### src/rtl/sdma_pkg.sv
package sdma_pkg;

  typedef enum logic {
    XFER_TO_CF   = 1'b0,
    XFER_FROM_CF = 1'b1
  } xfer_dir_e;

  typedef enum logic {
    HALF_SOURCE = 1'b0,
    HALF_SINK   = 1'b1
  } half_e;

  typedef struct packed {
    logic cf_rd_n;
    logic cf_wr_n;
    logic mem_rw_n;
    logic mem_we_n;
  } strobe_t;

  localparam strobe_t STROBE_IDLE = '{cf_rd_n: 1'b1, cf_wr_n: 1'b1,
                                      mem_rw_n: 1'b1, mem_we_n: 1'b1};

  // Strobe pattern for one cycle of a byte slot.
  function automatic strobe_t decode_strobes(input logic active,
                                             input half_e half,
                                             input xfer_dir_e dir);
    strobe_t s;
    s = STROBE_IDLE;
    if (active) begin
      if (dir == XFER_FROM_CF) begin
        s.mem_rw_n = 1'b0;
        if (half == HALF_SOURCE) s.cf_rd_n  = 1'b0;
        else                     s.mem_we_n = 1'b0;
      end else if (half == HALF_SINK) begin
        s.cf_wr_n = 1'b0;
      end
    end
    return s;
  endfunction

endpackage

### src/rtl/sdma_cmd_latch.sv
module sdma_cmd_latch
  import sdma_pkg::*;
#(
  parameter int PAGE_W = 7
) (
  input  logic              clk,
  input  logic              rst_n,
  input  logic              load,
  input  logic [PAGE_W:0]   cmd_data,
  output logic [PAGE_W-1:0] page,
  output xfer_dir_e         dir
);

  always_ff @(posedge clk) begin
    if (!rst_n) begin
      page <= '0;
      dir  <= XFER_TO_CF;
    end else if (load) begin
      page <= cmd_data[PAGE_W:1];
      dir  <= xfer_dir_e'(cmd_data[0]);
    end
  end

endmodule

### src/rtl/sdma_slot_seq.sv
module sdma_slot_seq
  import sdma_pkg::*;
#(
  parameter int CNT_W = 9
) (
  input  logic             clk,
  input  logic             rst_n,
  input  logic             start,
  output logic             busy,
  output half_e            half,
  output logic [CNT_W-1:0] count,
  output logic             slot_end,
  output logic             last_slot
);

  localparam logic [CNT_W-1:0] LAST_IDX = {CNT_W{1'b1}};

  function automatic logic [CNT_W-1:0] next_index(input logic [CNT_W-1:0] c);
    return c + 1'b1;
  endfunction

  assign slot_end  = busy && (half == HALF_SINK);
  assign last_slot = (count == LAST_IDX);

  always_ff @(posedge clk) begin
    if (!rst_n) begin
      busy  <= 1'b0;
      half  <= HALF_SOURCE;
      count <= '0;
    end else if (start) begin
      busy  <= 1'b1;
      half  <= HALF_SOURCE;
      count <= '0;
    end else if (busy) begin
      half <= (half == HALF_SOURCE) ? HALF_SINK : HALF_SOURCE;
      if (slot_end) begin
        if (last_slot) begin
          busy <= 1'b0;
          half <= HALF_SOURCE;
        end else begin
          count <= next_index(count);
        end
      end
    end
  end

endmodule

### src/rtl/sdma_strobe_gen.sv
module sdma_strobe_gen
  import sdma_pkg::*;
(
  input  logic      busy,
  input  half_e     half,
  input  xfer_dir_e dir,
  output logic      cf_rd_n,
  output logic      cf_wr_n,
  output logic      mem_rw_n,
  output logic      mem_we_n
);

  strobe_t strb;

  always_comb strb = decode_strobes(busy, half, dir);

  assign cf_rd_n  = strb.cf_rd_n;
  assign cf_wr_n  = strb.cf_wr_n;
  assign mem_rw_n = strb.mem_rw_n;
  assign mem_we_n = strb.mem_we_n;

endmodule

### src/rtl/sdma_engine.sv
module sdma_engine
  import sdma_pkg::*;
#(
  parameter int PAGE_W = 7,
  parameter int CNT_W  = 9,
  localparam int CMD_W  = PAGE_W + 1,
  localparam int ADDR_W = PAGE_W + CNT_W
) (
  input  logic              clk,
  input  logic              rst_n,
  input  logic              cmd_we,
  input  logic [CMD_W-1:0]  cmd_data,
  output logic [ADDR_W-1:0] mem_addr,
  output logic              mem_rw_n,
  output logic              mem_we_n,
  output logic              cf_rd_n,
  output logic              cf_wr_n,
  output logic              cpu_be,
  output logic              cpu_rdy,
  output logic              busy
);

  function automatic logic [ADDR_W-1:0] join_addr(input logic [PAGE_W-1:0] pg,
                                                  input logic [CNT_W-1:0]  idx);
    return {pg, idx};
  endfunction

  // Named internal events, also used by the bound checker.
  logic              cmd_accept;
  logic              slot_end;
  logic              last_slot;
  half_e             half;
  xfer_dir_e         xfer_dir;
  logic [PAGE_W-1:0] page;
  logic [CNT_W-1:0]  byte_idx;

  assign cmd_accept = cmd_we && !busy;

  sdma_cmd_latch #(.PAGE_W(PAGE_W)) u_latch (
    .clk      (clk),
    .rst_n    (rst_n),
    .load     (cmd_accept),
    .cmd_data (cmd_data),
    .page     (page),
    .dir      (xfer_dir)
  );

  sdma_slot_seq #(.CNT_W(CNT_W)) u_seq (
    .clk       (clk),
    .rst_n     (rst_n),
    .start     (cmd_accept),
    .busy      (busy),
    .half      (half),
    .count     (byte_idx),
    .slot_end  (slot_end),
    .last_slot (last_slot)
  );

  sdma_strobe_gen u_strb (
    .busy     (busy),
    .half     (half),
    .dir      (xfer_dir),
    .cf_rd_n  (cf_rd_n),
    .cf_wr_n  (cf_wr_n),
    .mem_rw_n (mem_rw_n),
    .mem_we_n (mem_we_n)
  );

  assign mem_addr = join_addr(page, byte_idx);
  assign cpu_be   = !busy;
  assign cpu_rdy  = !busy;

endmodule

### config.mk
export PLATFORM = sky130hd
export DESIGN_NAME = sdma_engine
export DESIGN_NICKNAME = d
export VERILOG_FILES = /design/src/rtl/sdma_pkg.sv /design/src/rtl/sdma_cmd_latch.sv /design/src/rtl/sdma_slot_seq.sv /design/src/rtl/sdma_strobe_gen.sv /design/src/rtl/sdma_engine.sv
export SDC_FILE = /design/constraint.sdc
export NUM_CORES = 1
export LEC_CHECK = 0
export BUFFER_PORTS_ARGS = -buffer_cell sky130_fd_sc_hd__buf_2
export CELL_PAD_IN_SITES_DETAIL_PLACEMENT = 0
export CELL_PAD_IN_SITES_GLOBAL_PLACEMENT = 1
export CORE_MARGIN = 4
export CORE_UTILIZATION = 36
export CTS_CLUSTER_DIAMETER = 200
export DETAILED_ROUTE_END_ITERATION = 12
export GPL_ROUTABILITY_DRIVEN = 0
export GPL_TIMING_DRIVEN = 0
export PLACE_DENSITY = 0.86
export SLEW_MARGIN = 20
export SYNTH_ARGS = -nofsm -noshare
export SYNTH_HDL_FRONTEND = slang
export SYNTH_SLANG_ARGS = --single-unit
export TNS_END_PERCENT = 10
### constraint.sdc
create_clock -name clk -period 3.3 [get_ports clk]
set_input_delay 0.495 -clock clk [delete_from_list [all_inputs] [get_ports clk]]
set_output_delay 0.495 -clock clk [all_outputs]
set_load 0.005 [all_outputs]
==> flow_summary.toml, run 1 <==
[run]
drv_cap = 0

[timing]
finClkSkew_ns = 0.00441
setup_viol = 0
slew_headroom_pct = 76.8
rsz0062_at_grt = "false"
tns_ns = 0
worst_slew_pin_slew_ns = 0.348
final_max_slew_viol_count = 0
timing.final.ws_setup_ns = 1.42
fin_crit_ns = 1.88
post-route-period-util_pct = 57.0
fmax_mhz = 531
hold_viol_final = 0
whs_ns = 0.431

[drt]
wl_met1_um = 870
drt_iter0_markers = 18
via_count = 780
vias_per_cell = 4.84
wirelength_mm = 1.88
wl_met2_um = 857
route.detailed.drc = 0
topRoutingLayerUsed = "met4"
drtAntennaViolNets = 0
dr_wl_met3_um = 137
wl_per_cell_um = 11.7
dr.pass1.iters = 3

[logic_synthesis]
async_reset_ff_share_pct = 0
synthCells = 97
syn-num-nets = 110
synth_common_cells = "dfxtp_1, nand2_1, a21boi_0"
synthTopCellsByArea = "dfxtp_1, nand2_1, a21boi_0, a21oi_1, ha_1"
yosysWarnings = 0
synth_edf_count = 0
ys_types = 30
ys.flop_type = "dfxtp_1"
yosysMostFrequentCell = "dfxtp_1"
synth_seq_cells = 19
post_synth.cell_area_avg_um2 = 8.96
synth_top_area_share_pct = 43.7
synth_area_leader_cell = "dfxtp_1"
yosysSeqAreaShare_pct = 43.7
syn_area_um2 = 870

[worst_hold_path]
hp-class = "input pin to register"

[placement]
place.port_buffers = 32
dp.cells = 157
place_hpwl_mm = 1.40
dp_slack_ns = 1.45

[die]
die_h_um = 57.1
io_pins = 34
initial_core_util_pct = 38.6
die-area_um2 = 3270
die_w_um = 57.1
num_rows = 17
coreArea_um2 = 2250

[clock_network]
clock-sinks = 19
hold_buffers = 0
ctsResizeCount = 0
cts_max_path_buffers = 2
cts-root-buf = "clkbuf_4"
cts_inserted_buffers = 3
clk_pin_slew_ns = 0.11
cts_htree_levels = 1
clk-insertion-delay-late_ns = 0.30
tritoncts = "done"
post-cts-setup-buffers = 0

[setup_path]
crit_required_ns = 3.53
arrival_ns = 2.11
critPathCaptureType = "register"
path_class = "register to register"
crit_path_start_kind = "register"
cp_max_fo = 10

[status]
status = "completed"

[cells_and_area]
fillers = 229
fin_util_pct = 48.4
diodes = 0
final_cell_count_no_fill = 161
layout-drive-gt1-share_pct = 34.6
syn_to_final_growth_pct = 25.5
nets = 147

[global_routing]
grt_pass1_wl_mm = 3.35
grt_overflow = 0
antenna_found_initial = 0
grt_usage_pct = 12.7
grt_max_degree = 11
grt_pass1_vias = 771

[power]
power.leakage_nw = 0.491
vdd_drop_max_uv = 290
power_density_nw_per_um2 = 375
==> area by class of cell <==
type                       count  area [um2]  area share [%]
sequential                    19         380            34.9
timing repair buffer          32         160            14.7
inverter                       3        11.3            1.03
clock buffer                   4        26.3            2.41
multi-input combinational     68         424            38.9
buffer                         7        53.8            4.93
tap                           28        35.0            3.21
==> sequential cells by signal, summed over array words and instances (netlist names) <==
signal and flops:
u_latch.page 7, u_seq.half 1, u_seq.busy 1, u_latch.dir 1
u_seq.count 9
==> power by group <==
part / switching (mW) / leakage (nW) / internal (mW) / total [mW]
combinational: 0.0258 / 0.321 / 0.0239 / 0.0497
sequential: 0.00443 / 0.155 / 0.237 / 0.241
clock: 0.0713 / 0.0150 / 0.0471 / 0.118
==> cells in the final DEF, fill, tap and decap left out <==
master / synthesis / final
buf_4: 3 / 3
nand4_1: 1 / 1
xor2_1: 2 / 2
nand3_1: 2 / 2
mux2i_1: 2 / 2
nand3b_1: 1 / 1
clkbuf_1: 1 / 2
nor2b_1: 1 / 1
buf_6: 2 / 2
nand2_1: 18 / 18
o31ai_1: 3 / 3
xnor2_1: 1 / 1
clkbuf_4: 0 / 3
buf_2: 1 / 33
dfxtp_1: 19 / 19
ha_1: 2 / 2
inv_1: 3 / 3
or3_1: 2 / 2
nand3_2: 2 / 2
nand3b_4: 1 / 1
nor3_1: 1 / 1
a31oi_1: 1 / 1
o21ai_0: 3 / 3
nand2b_1: 1 / 1
nand4b_1: 1 / 1
or2_2: 1 / 1
a21boi_0: 8 / 8
nand2_2: 1 / 1
a21oi_1: 5 / 5
or4_1: 3 / 3
nor2_1: 5 / 5
==> per-layer routing <==
layer,global-route usage (%),up-vias
li1,-,403
met1,15.4,350
met2,21.0,23
met3,5.20,4
met4,2.98,0
met5,0,-
==> cells by family (layout without fill, tap and decap cells) <==
kind of cell,Yosys count,after routing,share of synthesized area [%]
compound gates,20,20,14.8
buf+inv,10,46,7.48
simple gates,41,41,25.8
mux,2,2,2.30
xor+xnor,3,3,3.02
flops,19,19,43.7
fa+ha+maj,2,2,2.88
==> per-stage QoR <==
stage	cell area [um2]	power, mW
CTS	1090	0.417
floorplan	870	0.276
finish	1090	0.409
global placement	1060	0.295
global route	1090	0.432
detailed placement	1060	0.297
==> worst max-delay path: stages, from the launching register on <==
cell and delay [ns]:
dfxtp_1 0.37, ha_1 0.25, nand3_2 0.12, nor3_1 0.06, ha_1 0.20, nand3b_4 0.17
buf_6 0.15, or3_1 0.34, a21oi_1 0.15
==> worst paths after layout <==
kind	cells past startpoint	start	endpoint	slack [ns]
setup / recovery	8	u_seq.count[0]$_SDFFE_PP0P_	u_seq.count[3]$_SDFFE_PP0P_	1.42
hold / removal	3	cmd_data[5]	u_latch.page[4]$_SDFFE_PN0P_	0.43
setup reg to reg	8	u_seq.count[0]$_SDFFE_PP0P_	u_seq.count[3]$_SDFFE_PP0P_	1.42
hold reg to reg	2	u_latch.page[1]$_SDFFE_PN0P_	u_latch.page[1]$_SDFFE_PN0P_	0.47
No activity file was read; power rests on OpenSTA's default activity.
==> inputs of run 2 (changes only) <==
--- a/config.mk
+++ b/config.mk
@@ -8,13 +8,14 @@
 export BUFFER_PORTS_ARGS = -buffer_cell sky130_fd_sc_hd__buf_2
 export CELL_PAD_IN_SITES_DETAIL_PLACEMENT = 0
 export CELL_PAD_IN_SITES_GLOBAL_PLACEMENT = 1
+export CORE_ASPECT_RATIO = 2
 export CORE_MARGIN = 4
-export CORE_UTILIZATION = 36
+export CORE_UTILIZATION = 33
 export CTS_CLUSTER_DIAMETER = 200
 export DETAILED_ROUTE_END_ITERATION = 12
 export GPL_ROUTABILITY_DRIVEN = 0
 export GPL_TIMING_DRIVEN = 0
-export PLACE_DENSITY = 0.86
+export PLACE_DENSITY = 0.8
 export SLEW_MARGIN = 20
 export SYNTH_ARGS = -nofsm -noshare
 export SYNTH_HDL_FRONTEND = slang
==> constraint.sdc (replaced) <==
create_clock -name clk -period 1.8 [get_ports clk]
set_input_delay 0.27 -clock clk [delete_from_list [all_inputs] [get_ports clk]]
set_output_delay 0.27 -clock clk [all_outputs]
set_load 0.005 [all_outputs]
==> flow_summary.toml, run 2 (synthesized netlist as in run 1, its figures left out) <==
[die]
initial_core_util_pct = 34.3
die_w_um = 44.3
io_pins = 34
coreArea_um2 = 2540
die-area_um2 = 3570
num_rows = 26
die_h_um = 80.6

[setup_path]
endpoint = "u_seq.count[5]$_SDFFE_PP0P_"
critical_path.top_delay_family = "simple AND/OR/NAND/NOR gates"
path_class = "register to register"
worst-path-buf-inv = 0
arrival_ns = 2.04
crit_path_start_kind = "register"
cp_max_fo = 5
cp.depth = 7
critPathMaxStageDelay_ns = 0.56
critPathCaptureType = "register"
ff2ff_path_depth = 7
crit_chain = "ha_4 > nand3_4 > nor3_2 > ha_2 > nand3b_4 > or4_1 > a21oi_1"
crit_required_ns = 1.99
rrSetupSlack_ns = -0.05
r2r_end = "u_seq.count[5]$_SDFFE_PP0P_"
slowest_stage = "or4_1"
rr_startpoint = "u_seq.count[0]$_SDFFE_PP0P_"
startpoint = "u_seq.count[0]$_SDFFE_PP0P_"

[drt]
vias_per_cell = 4.94
wl_per_cell_um = 12.8
route.detailed.drc = 0
dr.pass1.iters = 4
drt_iter0_markers = 15
via_count = 815
wirelength_mm = 2.11
drtAntennaViolNets = 0

[timing]
final_max_slew_viol_count = 0
slew_headroom_pct = 79.0
setup_viol = 1
timing.final.ws_setup_ns = -0.0465
finClkSkew_ns = 0.00263
fin_crit_ns = 1.85
post-route-period-util_pct = 103
fmax_mhz = 542
worst_slew_pin_slew_ns = 0.315
hold_viol_final = 0
rsz0062_at_grt = "true"

[status]
violations = "setup timing"
status = "complete, but fails checks"

[cells_and_area]
mostFrequentLayoutCells = "buf_2, nand2_1, dfxtp_1, a21boi_0, buf_4"
largest_reg_flops = 9
diodes = 0
layout-drive-gt1-share_pct = 41.6
syn_to_final_growth_pct = 38.1
final_common_cell = "buf_2"
fin_area_um2 = 1200
top_register = "u_seq.count"
nets = 151
reg_top3 = "u_seq.count (9), u_latch.page (7)"

[placement]
dp_slack_ns = -0.0253
place.port_buffers = 32
dpl-instance-area_um2 = 1060
place_hpwl_mm = 1.50

[global_routing]
grt_pass1_vias = 783
antenna_found_initial = 0
grt_pass1_wl_mm = 3.32
grt_max_degree = 11
grt_overflow = 0
grt_usage_pct = 12.4

[worst_hold_path]
hp-class = "input pin to register"

[clock_network]
cts_max_path_buffers = 2
cts_htree_levels = 1
clk-insertion-delay-late_ns = 0.26
hold_buffers = 0
tritoncts = "done"
cts-root-buf = "clkbuf_8"
cts_inserted_buffers = 3
clk_pin_slew_ns = 0.07
clock-sinks = 19

[power]
power.leakage_nw = 0.525
power_density_nw_per_um2 = 699
vdd_drop_max_uv = 385

[run]
drv_cap = 0
==> run 2: cell types whose count changed in the layout (fill, tap and decap cells not counted), sizes merged <==
cell / delta
buf: +3
clkbuf: +1
==> run 2: power breakdown <==
part	internal (mW)	switching [mW]	total (mW)
Sequential	0.433	0.00860	0.442
Combinational	0.0474	0.0470	0.0945
Clock	0.158	0.146	0.303
==> run 2: worst reg2reg max path, stage by stage (launching register included) <==
cell      delay [ns]
dfxtp_4         0.37
ha_4            0.17
nand3_4         0.10
nor3_2          0.05
ha_2            0.19
nand3b_4        0.20
or4_1           0.56
a21oi_1         0.14
==> run 2: layout make-up <==
| type | count | area [um2] |
|---|---|---|
| buffer | 7 | 57.6 |
| inverter | 3 | 11.3 |
| fill | 266 | 1340 |
| clock buffer | 4 | 45.0 |
| multi-input combinational | 68 | 459 |
| tap | 28 | 35.0 |
| sequential | 19 | 385 |
| timing repair buffer | 36 | 208 |
==> run 2: timing repair <==
item,4_1_cts,5_1_grt
pin swaps,0,6
endpoints found under the hold margin,0,0
buffers inserted,0,3
gates cloned,0,1
gates resized for setup,2,9
endpoints found under the setup margin,4,8
==> run 2: routing by layer <==
layer | up-vias | wire length [um] | GRT usage, %
met2 | 28 | 1150 | 22.8
met5 | - | 0 | 0
li1 | 411 | - | -
met3 | 6 | 142 | 2.91
met4 | 0 | 40 | 6.34
met1 | 370 | 780 | 12.1
==> run 2: through the flow <==
step / cells / total power, mW / util (%) / hold slack, ns / setup TNS, ns
global placement: 157 / 0.541 / 42.0 / 0.449 / -0.0475
detailed placement: 157 / 0.543 / 42.0 / 0.457 / -0.0628
finish: 165 / 0.839 / 47.3 / 0.256 / -0.0465
global route: 165 / 0.882 / 47.3 / 0.269 / -0.152
floorplan: 97 / 0.507 / - / 0.415 / 0
CTS: 161 / 0.844 / 43.9 / 0.256 / 0
==> run 2: how the worst min path moves through the flow <==
stage	slack, ns	end	startpoint	cells past startpoint
2_1_floorplan	0.41	u_latch.dir$_SDFFE_PN0P_	cmd_data[0]	2
3_3_place_gp	0.45	u_latch.page[6]$_SDFFE_PN0P_	u_latch.page[6]$_SDFFE_PN0P_	2
3_5_place_dp	0.46	u_latch.page[5]$_SDFFE_PN0P_	u_latch.page[5]$_SDFFE_PN0P_	2
4_1_cts	0.26	u_latch.page[0]$_SDFFE_PN0P_	cmd_data[1]	3
5_1_grt	0.27	u_latch.dir$_SDFFE_PN0P_	cmd_data[0]	3
6_report	0.26	u_latch.page[0]$_SDFFE_PN0P_	cmd_data[1]	3
==> inputs of run 3 (changes only) <==
--- a/config.mk
+++ b/config.mk
@@ -8,14 +8,14 @@
 export BUFFER_PORTS_ARGS = -buffer_cell sky130_fd_sc_hd__buf_2
 export CELL_PAD_IN_SITES_DETAIL_PLACEMENT = 0
 export CELL_PAD_IN_SITES_GLOBAL_PLACEMENT = 1
-export CORE_ASPECT_RATIO = 2
 export CORE_MARGIN = 4
-export CORE_UTILIZATION = 33
+export CORE_UTILIZATION = 35
+export CTS_BUF_LIST = sky130_fd_sc_hd__clkbuf_4 sky130_fd_sc_hd__clkbuf_8
 export CTS_CLUSTER_DIAMETER = 200
 export DETAILED_ROUTE_END_ITERATION = 12
 export GPL_ROUTABILITY_DRIVEN = 0
 export GPL_TIMING_DRIVEN = 0
-export PLACE_DENSITY = 0.8
+export PLACE_DENSITY = 0.84
 export SLEW_MARGIN = 20
 export SYNTH_ARGS = -nofsm -noshare
 export SYNTH_HDL_FRONTEND = slang
==> constraint.sdc (replaced) <==
create_clock -name clk -period 1.8 [get_ports clk]
set_input_delay 0.27 -clock clk [delete_from_list [all_inputs] [get_ports clk]]
set_output_delay 0.27 -clock clk [all_outputs]
set_load 0.02 [all_outputs]
==> flow_summary.toml, run 3 (synthesized netlist as in run 1, its figures left out) <==
[setup_path]
critPathMaxStageDelay_ns = 0.49
cp_max_fo = 5
crit_required_ns = 2.04
path_class = "register to register"
crit_path_start_kind = "register"
slowest_stage = "or4_1"
critPathCaptureType = "register"
arrival_ns = 1.99
crit_chain = "ha_4 > nand3_4 > nor3_2 > ha_2 > nand3b_4 > or4_1 > a21oi_1"

[clock_network]
clk-insertion-delay-late_ns = 0.29
hold_buffers = 0
cts-root-buf = "clkbuf_4"
tritoncts = "done"
cts_inserted_buffers = 3
cts_max_path_buffers = 2
clock-sinks = 19
clk_pin_slew_ns = 0.11
cts_htree_levels = 1

[cells_and_area]
final_common_cell = "buf_2"
register_area_um2 = 388
largest_reg_flops = 9
nets = 149
mostFrequentLayoutCells = "buf_2, nand2_1, dfxtp_1, a21boi_0, nor2_1"
layout-drive-gt1-share_pct = 41.5
fillers = 226
fin_area_um2 = 1150
syn_to_final_growth_pct = 32.2
multiInputGateArea_um2 = 459
diodes = 0
top_register = "u_seq.count"
reg_top3 = "u_seq.count (9), u_latch.page (7)"

[timing]
worst_slew_pin_slew_ns = 0.359
post-route-period-util_pct = 97.2
final_max_slew_viol_count = 0
fin_crit_ns = 1.75
setup_viol = 0
rsz0062_at_grt = "true"
hold_viol_final = 0
timing.final.ws_setup_ns = 0.0498
finClkSkew_ns = 0.000627
slew_headroom_pct = 76.1
fmax_mhz = 571

[global_routing]
grt_usage_pct = 12.9
antenna_found_initial = 0
grt_overflow = 0
grt_max_degree = 12
grt_pass1_wl_mm = 3.39
grt_pass1_vias = 760

[worst_hold_path]
hp-class = "input pin to register"

[drt]
drtAntennaViolNets = 0
vias_per_cell = 4.80
wl_per_cell_um = 12.2
drt_iter0_markers = 27
dr.pass1.iters = 3
via_count = 783
wirelength_mm = 1.99
route.detailed.drc = 0

[placement]
place.port_buffers = 32
place_hpwl_mm = 1.44
dp_slack_ns = -0.0234
dpl-instance-area_um2 = 1070

[die]
die_w_um = 57.8
die_h_um = 57.8
io_pins = 34
coreArea_um2 = 2300
initial_core_util_pct = 37.9
die-area_um2 = 3350
num_rows = 17

[power]
power.leakage_nw = 0.500
power_density_nw_per_um2 = 669
vdd_drop_max_uv = 326

[run]
drv_cap = 0

[status]
status = "completed"
## run 3: changes by cell type in the layout (fill, tap and decap cells not counted), sizes merged
cell / previous run / this run
clkinv: 0 / 1
buf: 41 / 39
clkbuf: 6 / 5
## run 3: routing by layer
metal / track usage (%) / up-vias / wire, um
li1: - / 410 / -
met1: 15.9 / 351 / 870
met2: 21.8 / 20 / 997
met3: 2.45 / 2 / 110
met4: 5.63 / 0 / 6
met5: 0 / - / 0
## run 3: power by group
part | internal (mW) | leakage, nW | switching, mW
registers | 0.432 | 0.156 | 0.00805
logic | 0.0460 | 0.326 | 0.0663
clock network | 0.0827 | 0.0177 | 0.134
## run 3: path summary, 6_finish.rpt
| check | start | depth (start not counted) | to | slack, ns |
|---|---|---|---|---|
| worst max-delay path | u_seq.count[1]$_SDFFE_PP0P_ | 7 | u_seq.count[5]$_SDFFE_PP0P_ | 0.05 |
| worst min-delay path | cmd_data[0] | 3 | u_latch.dir$_SDFFE_PN0P_ | 0.21 |
| worst max register to register | u_seq.count[1]$_SDFFE_PP0P_ | 7 | u_seq.count[5]$_SDFFE_PP0P_ | 0.05 |
| worst min register to register | u_latch.page[6]$_SDFFE_PN0P_ | 2 | u_latch.page[6]$_SDFFE_PN0P_ | 0.47 |
## run 3: area by class of cell
class	instances	share of cell area [%]
multi-input cells	68	39.9
flip-flops and latches	19	33.7
repair buffers	34	15.2
plain buffers	7	4.68
well taps	28	3.05
clock buffers	3	1.96
inverters	3	0.979
clock inverters	1	0.435
## run 3: critical path, delay by kind of cell (launching register included)
family	cells	cell delay (ns)
AND/OR/NAND/NOR	4	0.81
flip-flops	1	0.38
AO/OA/AOI/OAI	1	0.15
adder cells (fa/ha/maj)	2	0.36
## run 3: repair_timing
action	in CTS	in global routing
gates cloned	1	0
pin swaps	0	3
setup endpoints to repair	6	7
resized for setup	4	7
setup buffers	1	0
## run 3: stage by stage
stage / setup TNS [ns] / power, mW / cells / util [%] / hold slack (ns)
3_3_place_gp: 0 / 0.560 / 157 / 46.4 / 0.446
6_report: 0 / 0.769 / 163 / 50.1 / 0.208
5_1_grt: -0.000700 / 0.818 / 163 / 50.1 / 0.191
2_1_floorplan: 0 / 0.525 / 97 / - / 0.415
4_1_cts: 0 / 0.791 / 163 / 48.7 / 0.188
3_5_place_dp: -0.0409 / 0.563 / 157 / 46.4 / 0.456
